`config.mk`:
```
export PLATFORM = sky130hd
export DESIGN_NAME = cfg_loader
export DESIGN_NICKNAME = d
export VERILOG_FILES = /design/src/rtl/cfg_loader_pkg.sv /design/src/rtl/cfg_clk_gen.sv /design/src/rtl/cfg_pulse_counter.sv /design/src/rtl/cfg_capture.sv /design/src/rtl/cfg_loader.sv
export SDC_FILE = /design/constraint.sdc
export NUM_CORES = 1
export LEC_CHECK = 0
export ABC_CLOCK_PERIOD_IN_PS = 2600
export CAP_MARGIN = 40
export CORE_MARGIN = 10
export CORE_UTILIZATION = 25
export DETAILED_ROUTE_END_ITERATION = 7
export DONT_BUFFER_PORTS = 1
export SLEW_MARGIN = 20
export SYNTH_ARGS = -nofsm -noshare
export SYNTH_HDL_FRONTEND = slang
export SYNTH_SLANG_ARGS = --single-unit
```
`constraint.sdc`:
```
create_clock -name clk_i -period 2.6 [get_ports clk_i]
set_clock_uncertainty 0.1 [all_clocks]
set_input_delay 0.26 -clock clk_i [delete_from_list [all_inputs] [get_ports clk_i]]
set_output_delay 0.26 -clock clk_i [all_outputs]
set_load 0.02 [all_outputs]
```
`src/rtl/cfg_loader_pkg.sv`:
```
package cfg_loader_pkg;
  typedef enum logic [2:0] {
    ST_IDLE,
    ST_INIT,
    ST_LOAD,
    ST_DONE,
    ST_ERROR
  } ld_state_e;

  localparam logic [2:0] MODE_SERIAL = 3'b000;
  localparam logic [2:0] MODE_BYTE   = 3'b011;
endpackage

```
`src/rtl/cfg_clk_gen.sv`:
```
module cfg_clk_gen #(
  parameter int DIV_HALF = 3
) (
  input  logic clk_i,
  input  logic rst_ni,
  input  logic run_i,
  output logic cfg_clk_o,
  output logic rise_o,
  output logic fall_o
);
  localparam int CNT_W = (DIV_HALF > 1) ? $clog2(DIV_HALF) : 1;
  localparam logic [CNT_W-1:0] CNT_LAST = CNT_W'(DIV_HALF - 1);

  logic [CNT_W-1:0] cnt_q;
  logic             clk_q;
  logic             wrap;

  assign wrap   = run_i && (cnt_q == CNT_LAST);
  assign rise_o = wrap && !clk_q;
  assign fall_o = wrap && clk_q;

  always_ff @(posedge clk_i or negedge rst_ni) begin
    if (!rst_ni) begin
      cnt_q <= '0;
      clk_q <= 1'b0;
    end else if (!run_i) begin
      cnt_q <= '0;
      clk_q <= 1'b0;
    end else if (wrap) begin
      cnt_q <= '0;
      clk_q <= ~clk_q;
    end else begin
      cnt_q <= cnt_q + 1'b1;
    end
  end

  assign cfg_clk_o = clk_q;
endmodule

```
`src/rtl/cfg_pulse_counter.sv`:
```
module cfg_pulse_counter #(
  parameter int LEN_W = 24
) (
  input  logic             clk_i,
  input  logic             rst_ni,
  input  logic             clr_i,
  input  logic             inc_i,
  input  logic [LEN_W-1:0] target_i,
  output logic             last_o
);
  logic [LEN_W-1:0] cnt_q;

  // high while the next increment is the final pulse
  assign last_o = (cnt_q == target_i - 1'b1);

  always_ff @(posedge clk_i or negedge rst_ni) begin
    if (!rst_ni)     cnt_q <= '0;
    else if (clr_i)  cnt_q <= '0;
    else if (inc_i)  cnt_q <= cnt_q + 1'b1;
  end
endmodule

```
`src/rtl/cfg_capture.sv`:
```
module cfg_capture #(
  parameter int DATA_W = 8
) (
  input  logic              clk_i,
  input  logic              rst_ni,
  input  logic              take_i,
  input  logic              wide_i,
  input  logic [DATA_W-1:0] din_i,
  output logic              valid_o,
  output logic [DATA_W-1:0] data_o
);
  always_ff @(posedge clk_i or negedge rst_ni) begin
    if (!rst_ni) begin
      valid_o <= 1'b0;
      data_o  <= '0;
    end else begin
      valid_o <= take_i;
      if (take_i) data_o <= wide_i ? din_i : {{(DATA_W-1){1'b0}}, din_i[0]};
    end
  end
endmodule

```
`src/rtl/cfg_loader.sv`:
```
module cfg_loader
  import cfg_loader_pkg::*;
#(
  parameter int LEN_W    = 24,
  parameter int DATA_W   = 8,
  parameter int DIV_HALF = 3,
  parameter int INIT_CYC = 8
) (
  input  logic              clk_i,
  input  logic              rst_ni,
  input  logic [2:0]        mode_i,
  input  logic              prog_req_i,
  input  logic [LEN_W-1:0]  bit_len_i,
  input  logic [DATA_W-1:0] din_i,
  output logic              cfg_clk_o,
  output logic              init_o,
  output logic              done_o,
  output logic              err_o,
  output logic              out_valid_o,
  output logic [DATA_W-1:0] out_data_o
);
  localparam int INIT_W = (INIT_CYC > 1) ? $clog2(INIT_CYC) : 1;
  localparam logic [INIT_W-1:0] INIT_LAST = INIT_W'(INIT_CYC - 1);

  ld_state_e         state_q, state_d;
  logic [INIT_W-1:0] init_cnt_q;
  logic [LEN_W-1:0]  tgt_q, tgt_c;
  logic [LEN_W:0]    bytes_c;
  logic              wide_q, wide_c, mode_ok;
  logic              fin_q;
  logic              run, rise, fall, last;

  assign wide_c  = (mode_i == MODE_BYTE);
  assign mode_ok = (mode_i == MODE_SERIAL) || wide_c;
  assign bytes_c = ({1'b0, bit_len_i} + (LEN_W+1)'(DATA_W - 1)) / (LEN_W+1)'(DATA_W);
  assign tgt_c   = wide_c ? bytes_c[LEN_W-1:0] : bit_len_i;

  // clock stops on the same edge a request aborts a load
  assign run = (state_q == ST_LOAD) && !prog_req_i;

  cfg_clk_gen #(.DIV_HALF(DIV_HALF)) u_clk (
    .clk_i     (clk_i),
    .rst_ni    (rst_ni),
    .run_i     (run),
    .cfg_clk_o (cfg_clk_o),
    .rise_o    (rise),
    .fall_o    (fall)
  );

  cfg_pulse_counter #(.LEN_W(LEN_W)) u_cnt (
    .clk_i    (clk_i),
    .rst_ni   (rst_ni),
    .clr_i    (state_q != ST_LOAD),
    .inc_i    (rise),
    .target_i (tgt_q),
    .last_o   (last)
  );

  cfg_capture #(.DATA_W(DATA_W)) u_cap (
    .clk_i   (clk_i),
    .rst_ni  (rst_ni),
    .take_i  (rise),
    .wide_i  (wide_q),
    .din_i   (din_i),
    .valid_o (out_valid_o),
    .data_o  (out_data_o)
  );

  always_comb begin
    state_d = state_q;
    unique case (state_q)
      ST_IDLE: state_d = ST_INIT;
      ST_INIT:
        if (init_cnt_q == INIT_LAST) begin
          if (!mode_ok)           state_d = ST_ERROR;
          else if (tgt_c == '0)   state_d = ST_DONE;
          else                    state_d = ST_LOAD;
        end
      ST_LOAD: if (fall && fin_q) state_d = ST_DONE;
      default: state_d = state_q;
    endcase
    if (prog_req_i) state_d = ST_INIT;
  end

  always_ff @(posedge clk_i or negedge rst_ni) begin
    if (!rst_ni) begin
      state_q    <= ST_IDLE;
      init_cnt_q <= '0;
      tgt_q      <= '0;
      wide_q     <= 1'b0;
      fin_q      <= 1'b0;
    end else begin
      state_q <= state_d;
      if (state_q != ST_INIT || prog_req_i) init_cnt_q <= '0;
      else if (init_cnt_q != INIT_LAST)     init_cnt_q <= init_cnt_q + 1'b1;
      if (state_q == ST_INIT) begin
        tgt_q  <= tgt_c;
        wide_q <= wide_c;
      end
      if (state_q != ST_LOAD)  fin_q <= 1'b0;
      else if (rise && last)   fin_q <= 1'b1;
    end
  end

  assign init_o = (state_q == ST_IDLE) || (state_q == ST_INIT);
  assign done_o = (state_q == ST_DONE);
  assign err_o  = (state_q == ST_ERROR);
endmodule

```
==> out/metrics.yaml, run 1 <==
outcome:
  status: "finished with violations"
  violations: "negative setup slack"
pwr:
  seq_power_share_pct: 41.6
  power_per_cell_area_mw_per_mm2: 492
  pwr-share-comb_pct: 12.0
  p_int_w: 0.00203
  p_sw_share_pct: 25.1
  p_leak_nw: 2.11
  pwr-share-clk_pct: 46.4
  power_switching_w: 0.000679
  ir_drop_mv: 0.247
  p_total_w: 0.00271
critical_path:
  r2r_setup_slack_ns: -0.10
  arrival_ns: 2.87
  worst-setup-path-type: "flip-flop to flip-flop"
  crit_fanout: 4
  worst_r2r_path_depth: 9
  critical_path_buf_inv_count: 1
  cp_slowest_cell: "or4b_4"
  end_kind: "flip-flop"
  cpPeakStageDelay_ns: 0.47
  crit_family: "simple AND/OR/NAND/NOR gates"
  r2r-start: "tgt_q[1]"
  start_kind: "flip-flop"
  worstReg2RegEnd: "fin_q"
  path_cells: "inv_1, ha_2, or4b_4, or4_4, or4_1, nand3_1, o211ai_1, a211o_1, o21ai_1"
  cp.required_ns: 2.77
final_layout:
  num_antenna_cells: 0
  instances_no_fill: 818
  final_common_cell: "nand2_1"
  drive_gt1_share_pct: 13.6
  final_cell_mix: "77 x nand2_1, 68 x dfrtp_1, 48 x nor2_1"
  nets: 626
  syn2layout_area_growth_pct: 21.3
global_routing:
  grt_max_degree: 69
  grt_pass1_wl_mm: 20.2
  antenna_found_initial: 0
  grt_pass1_vias: 3934
  overflow: 0
  grt_usage_pct: 10.1
floorplanning:
  die_area_mm2: 0.0239
  row_count: 49
  ios: 51
  die_width_um: 155
  coreArea_mm2: 0.0179
  die_y_um: 155
  start_util_pct: 25.3
yosys:
  synthCells: 547
  synthArstFlopShare_pct: 100
  syn_area_mm2: 0.00454
  netlist.area_leader.share_pct: 37.5
  postSynthAreaPerCell_um2: 8.29
  syn_nets: 589
  yosys_warnings: 0
  netlist-cell-type-count: 60
  synth.area.top_cells: "dfrtp_1 38%, nand2_1 6.4%, xnor2_1 5.4%"
  ys_seq_area_share_pct: 37.5
  ys.flop_type: "dfrtp_1"
  synth_area_leader_cell: "dfrtp_1"
  ys_ff_latch: 68
  synth_edf_count: 0
detailed_routing:
  wl_mm: 12.0
  wl_per_cell_um: 14.7
  wl_met2_mm: 5.70
  dr_wl_met3_um: 697
  antenna_left: 0
  drt_iter0_markers: 158
  first_pass_iters: 4
  viasPerCell: 4.96
  vias: 4061
  drc: 0
  highest_layer: "met4"
  m1WireLength_mm: 5.46
cts:
  clk_pin_slew_ns: 0.06
  cts_root_buffer: "clkbuf_16"
  clock-sinks: 68
  cts_buffer_depth: 2
  tritoncts: "built"
  htree_levels: 3
  clock_latency_ns: 0.34
  cts-buffers-inserted: 9
timing:
  hold_violations: 0
  rsz0062_at_grt: "true"
  worst_slack_ns: -0.101
  timing.final.crit_share_pct: 104
  setup_viol: 1
  worst_pin_slew_ns: 0.709
  fin_tns_setup_ns: -0.101
  fmax_ghz: 0.370
  relSlewSlack_pct: 52.6
  period_minus_slack_ns: 2.70
  slew_violations: 0
job:
  cap_violations: 0
placed_design:
  place_hpwl_mm: 8.89
  place_inst: 787
  io_buffers: 0
  pre_cts_ws_ns: -0.115
  place_congestion: 0.824
min_path:
  whs_path_depth: 2
  hp-class: "input port to flip-flop"
  worst_hold_path.endpoint: "tgt_q[9]"
  min-delay-start: "bit_len_i[9]"
-- flip-flops by register name (all words and copies together) (netlist names), 2 cells and up --
signal / cells
init_cnt_q: 3
state_q: 3
tgt_q: 24
u_cap.data_o: 8
u_clk.cnt_q: 2
u_cnt.cnt_q: 24
-- cells in the mapped netlist, types with 3 or more instances --
| cell | number |
|---|---|
| nand4b_1 | 3 |
| nor4_1 | 10 |
| nand2b_1 | 3 |
| and3b_1 | 3 |
| a21o_1 | 4 |
| clkbuf_1 | 23 |
| nor2b_1 | 5 |
| nor3_1 | 21 |
| mux2_2 | 6 |
| xor2_1 | 24 |
| or4_1 | 7 |
| and3_1 | 5 |
| a211oi_1 | 5 |
| or2_2 | 3 |
| nand3_1 | 31 |
| ha_1 | 4 |
| xnor2_1 | 28 |
| a21oi_1 | 25 |
| o21ai_0 | 32 |
| mux2i_1 | 7 |
| dfrtp_1 | 68 |
| o31ai_1 | 3 |
| o21a_1 | 4 |
| nor2_1 | 48 |
| buf_1 | 3 |
| a22o_1 | 3 |
| or3_1 | 16 |
| nor4b_1 | 6 |
| inv_1 | 8 |
| nand4_1 | 14 |
| a31oi_1 | 9 |
| nand2_1 | 77 |
-- stage by stage --
step | cell area, µm² | util [%] | hold WS, ns
floorplan | 4550 | - | -0.136
global placement | 5010 | 28.0 | -0.132
detailed placement | 5010 | 28.0 | -0.131
CTS | 5480 | 30.6 | 0.0209
global route | 5500 | 30.7 | 0.0311
finish | 5500 | 30.7 | 0.0298
-- worst max-delay path by stage --
stage	cells past startpoint	slack, ns	to	from
floorplan	10	-0.21	fin_q	tgt_q[0]
global placement	9	-0.09	fin_q	tgt_q[0]
detailed placement	9	-0.12	fin_q	tgt_q[1]
CTS	9	-0.1	fin_q	tgt_q[1]
global route	9	-0.20	fin_q	tgt_q[1]
finish	9	-0.10	fin_q	tgt_q[1]
-- power groups by stage --
stage               Sequential, W  Clock, W  Combinational, W
finish                    0.00113   0.00126          0.000324
global route              0.00113   0.00135          0.000362
CTS                       0.00113   0.00130          0.000325
detailed placement        0.00114         0          0.000277
global placement          0.00114         0          0.000275
floorplan                 0.00115         0          0.000195
-- layout make-up --
| cell class | count | area, µm² |
|---|---|---|
| clock inverter | 6 | 71.3 |
| sequential | 68 | 1700 |
| inverter | 8 | 30.0 |
| tap | 229 | 287 |
| clock buffer | 10 | 239 |
| fill | 1899 | 12400 |
| multi-input combinational | 442 | 2710 |
| timing repair buffer | 55 | 463 |
-- metal layers --
| metal | global-route usage, % | vias to the layer above |
|---|---|---|
| met5 | 0 | - |
| met4 | 2.97 | 0 |
| met3 | 3.24 | 8 |
| met2 | 16.1 | 88 |
| met1 | 12.7 | 1912 |
| li1 | - | 2053 |
-- what timing repair did --
action | in CTS | in global routing
resized for setup | 0 | 3
setup buffers | 1 | 1
hold buffers | 13 | 0
hold endpoints to repair | 86 | 0
pin swaps | 1 | 0
endpoints found under the setup margin | 1 | 7
-- cell families (layout without fill, tap and decap cells) --
kind of cell,after synthesis,in the layout,synth area share [%]
multiplexers,13,13,3.03
AO/OA/AOI/OAI,105,105,14.4
flip-flops,68,68,37.5
AND/OR/NAND/NOR,268,268,30.6
adder cells (fa/ha/maj),4,4,1.10
buffers and inverters,37,79,3.28
XOR/XNOR,52,52,10.0
No activity file was read; power rests on OpenSTA's default activity.
==> inputs of run 2 (changes only) <==
Settings changed: ABC_CLOCK_PERIOD_IN_PS 2600 to 2170, CORE_MARGIN 10 to 2.
Clock period 2.6 ns to 2.17 ns, I/O delays scaled along.
==> run 2 against run 1 <==
- the flow still finishes with violations (negative setup slack)
- sequential share of layout area fell by 2.3 points
- core utilization rose by 2.5 points
- routed wire length rose by 1.7%
- sequential cell count did not move
- global-route usage rose by 2.9 points
- die area fell by 20%
- combinational power rose by 34%
- hold slack got worse by 0.021 ns
- register-to-register slack got worse by 0.40 ns
- fmax rose by 1.2%
- non-clock buffer count rose by 47
- final cell count rose by 5.5%
- largest cell class unchanged
- highest routed layer unchanged
==> out/metrics.yaml, run 2 (synthesis gave the netlist of run 1 again) <==
outcome:
  status: "finished with violations"
  violations: "negative setup slack"
cts:
  clock_latency_ns: 0.33  # about the same
  tritoncts: "built"
  cts_buffer_depth: 2  # unchanged
  clock-sinks: 68  # unchanged
  htree_levels: 3  # unchanged
  cts-buffers-inserted: 9  # unchanged
  clk_pin_slew_ns: 0.05  # about the same
  cts_root_buffer: "clkbuf_16"
pwr:
  ir_drop_mv: 0.366  # +48%
  p_leak_nw: 2.37  # +12%
  power_per_cell_area_mw_per_mm2: 528  # +7.2%
  p_total_w: 0.00314  # +16%
critical_path:
  cp.required_ns: 2.33  # -0.44 ns
  cpPeakStageDelay_ns: 0.47  # about the same
  start_kind: "flip-flop"
  r2r_setup_slack_ns: -0.50  # -0.40 ns
  cp_slowest_cell: "or4b_4"
  path_common_cell: "or4_4"
  crit_fanout: 3  # -1
  critical_path_buf_inv_count: 1  # unchanged
  worst-setup-path-type: "flip-flop to flip-flop"
  end_kind: "flip-flop"
  arrival_ns: 2.83  # -0.04 ns
  crit_family: "simple AND/OR/NAND/NOR gates"
  path_cells: "inv_1, ha_2, or4b_4, or4_4, or4_4, nand3_2, o211ai_1, a211o_1, o21ai_1"
final_layout:
  nets: 673  # +7.5%
  multi_input_area_mm2: 0.00282  # +4.0%
  final_cell_mix: "85 x buf_4, 76 x nand2_1, 68 x dfrtp_1"
  num_antenna_cells: 0  # unchanged
  seqCellArea_mm2: 0.00170  # unchanged
  instances_no_fill: 863  # +5.5%
  final_common_cell: "buf_4"
  fillers: 1886  # -0.68%
  biggestRegsByFlops: "tgt_q: 24 flops, u_cnt.cnt_q: 24 flops, u_cap.data_o: 8 flops"
  final_cell_area_mm2: 0.00595  # +8.2%
  syn2layout_area_growth_pct: 31.2
  drive_gt1_share_pct: 22.4  # +8.8 points
  final_core_util_pct: 33.2  # +2.5 points
min_path:
  hp-class: "input port to flip-flop"
floorplanning:
  row_count: 49  # unchanged
  ios: 51  # unchanged
  die_y_um: 139  # -10%
  start_util_pct: 25.3  # unchanged
  coreArea_mm2: 0.0179  # unchanged
  die_area_mm2: 0.0192  # -20%
  die_width_um: 139  # -10%
timing:
  timing.final.crit_share_pct: 123  # +19 points
  hold_violations: 0  # unchanged
  relSlewSlack_pct: 71.2  # +19 points
  period_minus_slack_ns: 2.67  # -0.0313 ns
  fmax_ghz: 0.375  # +1.2%
  rsz0062_at_grt: "true"
  worst_pin_slew_ns: 0.429  # -0.281 ns
  setup_viol: 1  # unchanged
  worst_slack_ns: -0.500  # -0.399 ns
  slew_violations: 0  # unchanged
detailed_routing:
  vias: 4263  # +5.0%
  viasPerCell: 4.94  # -0.50%
  drc: 0  # unchanged
  first_pass_iters: 4  # unchanged
  wl_mm: 12.2  # +1.7%
  wl_per_cell_um: 14.1  # -3.6%
  antenna_left: 0  # unchanged
  drt_iter0_markers: 174  # +10%
global_routing:
  grt_pass1_wl_mm: 20.5  # +1.2%
  grt_pass1_vias: 4096  # +4.1%
  overflow: 0  # unchanged
  antenna_found_initial: 0  # unchanged
  grt_usage_pct: 13.0  # +2.9 points
  grt_max_degree: 69  # unchanged
placed_design:
  place_congestion: 0.810  # -1.7%
  io_buffers: 0  # unchanged
  place_inst: 826  # +5.0%
  pre_cts_ws_ns: -0.548  # -0.433 ns
  place_hpwl_mm: 8.94  # +0.53%
  placed_cell_area_mm2: 0.00535  # +6.8%
job:
  cap_violations: 0  # unchanged
## run 2: path summary, 6_finish.rpt
kind	start	cells past startpoint	to
max	tgt_q[1]	9	fin_q
min	bit_len_i[9]	2	tgt_q[9]
max reg2reg	tgt_q[1]	9	fin_q
min reg2reg	tgt_q[23]	1	tgt_q[23]
max in group asynchronous	rst_ni	2	u_cnt.cnt_q[14]
min in group asynchronous	rst_ni	2	u_cap.data_o[5]
## run 2: what timing repair did
| action | 4_1_cts | 5_1_grt |
|---|---|---|
| endpoints found under the hold margin | 88 | 0 |
| endpoints found under the setup margin | 8 | 10 |
| hold buffers | 15 | 0 |
| resized for setup | 7 | 18 |
| cloned | 0 | 0 |
| pin swaps | 8 | 12 |
| setup buffers | 3 | 7 |
## run 2: cell type report
class                   instances  area share (%)
multi-input cells             442            47.3
flip-flops and latches         68            28.6
repair buffers                102            14.1
well taps                     229            4.82
clock buffers                  13            4.54
inverters                       8           0.505
clock inverters                 1           0.126
## run 2: per-layer routing
metal | share of wire, % | GRT usage, % | routed length, µm | up-vias
met5 | 0 | 0 | 0 | -
met4 | 1.6 | 3.51 | 195 | 0
met3 | 3.4 | 3.00 | 418 | 16
met2 | 48 | 21.9 | 5820 | 84
met1 | 47 | 16.8 | 5760 | 2015
li1 | - | - | - | 2148
## run 2: per-stage QoR
stage | TNS, ns | hold slack [ns]
2_1_floorplan | -0.646 | -0.179
3_3_place_gp | -0.824 | -0.177
3_5_place_dp | -0.990 | -0.178
4_1_cts | -0.552 | 0.000487
5_1_grt | -0.938 | 0.0142
6_report | -0.500 | 0.00844
## run 2: power by group
group	leakage [nW]	total, W	internal (W)	switching [W]
clock	0.134	0.00136	0.000854	0.000510
sequential	0.888	0.00134	0.00131	0.0000289
combinational	1.34	0.000434	0.000216	0.000218
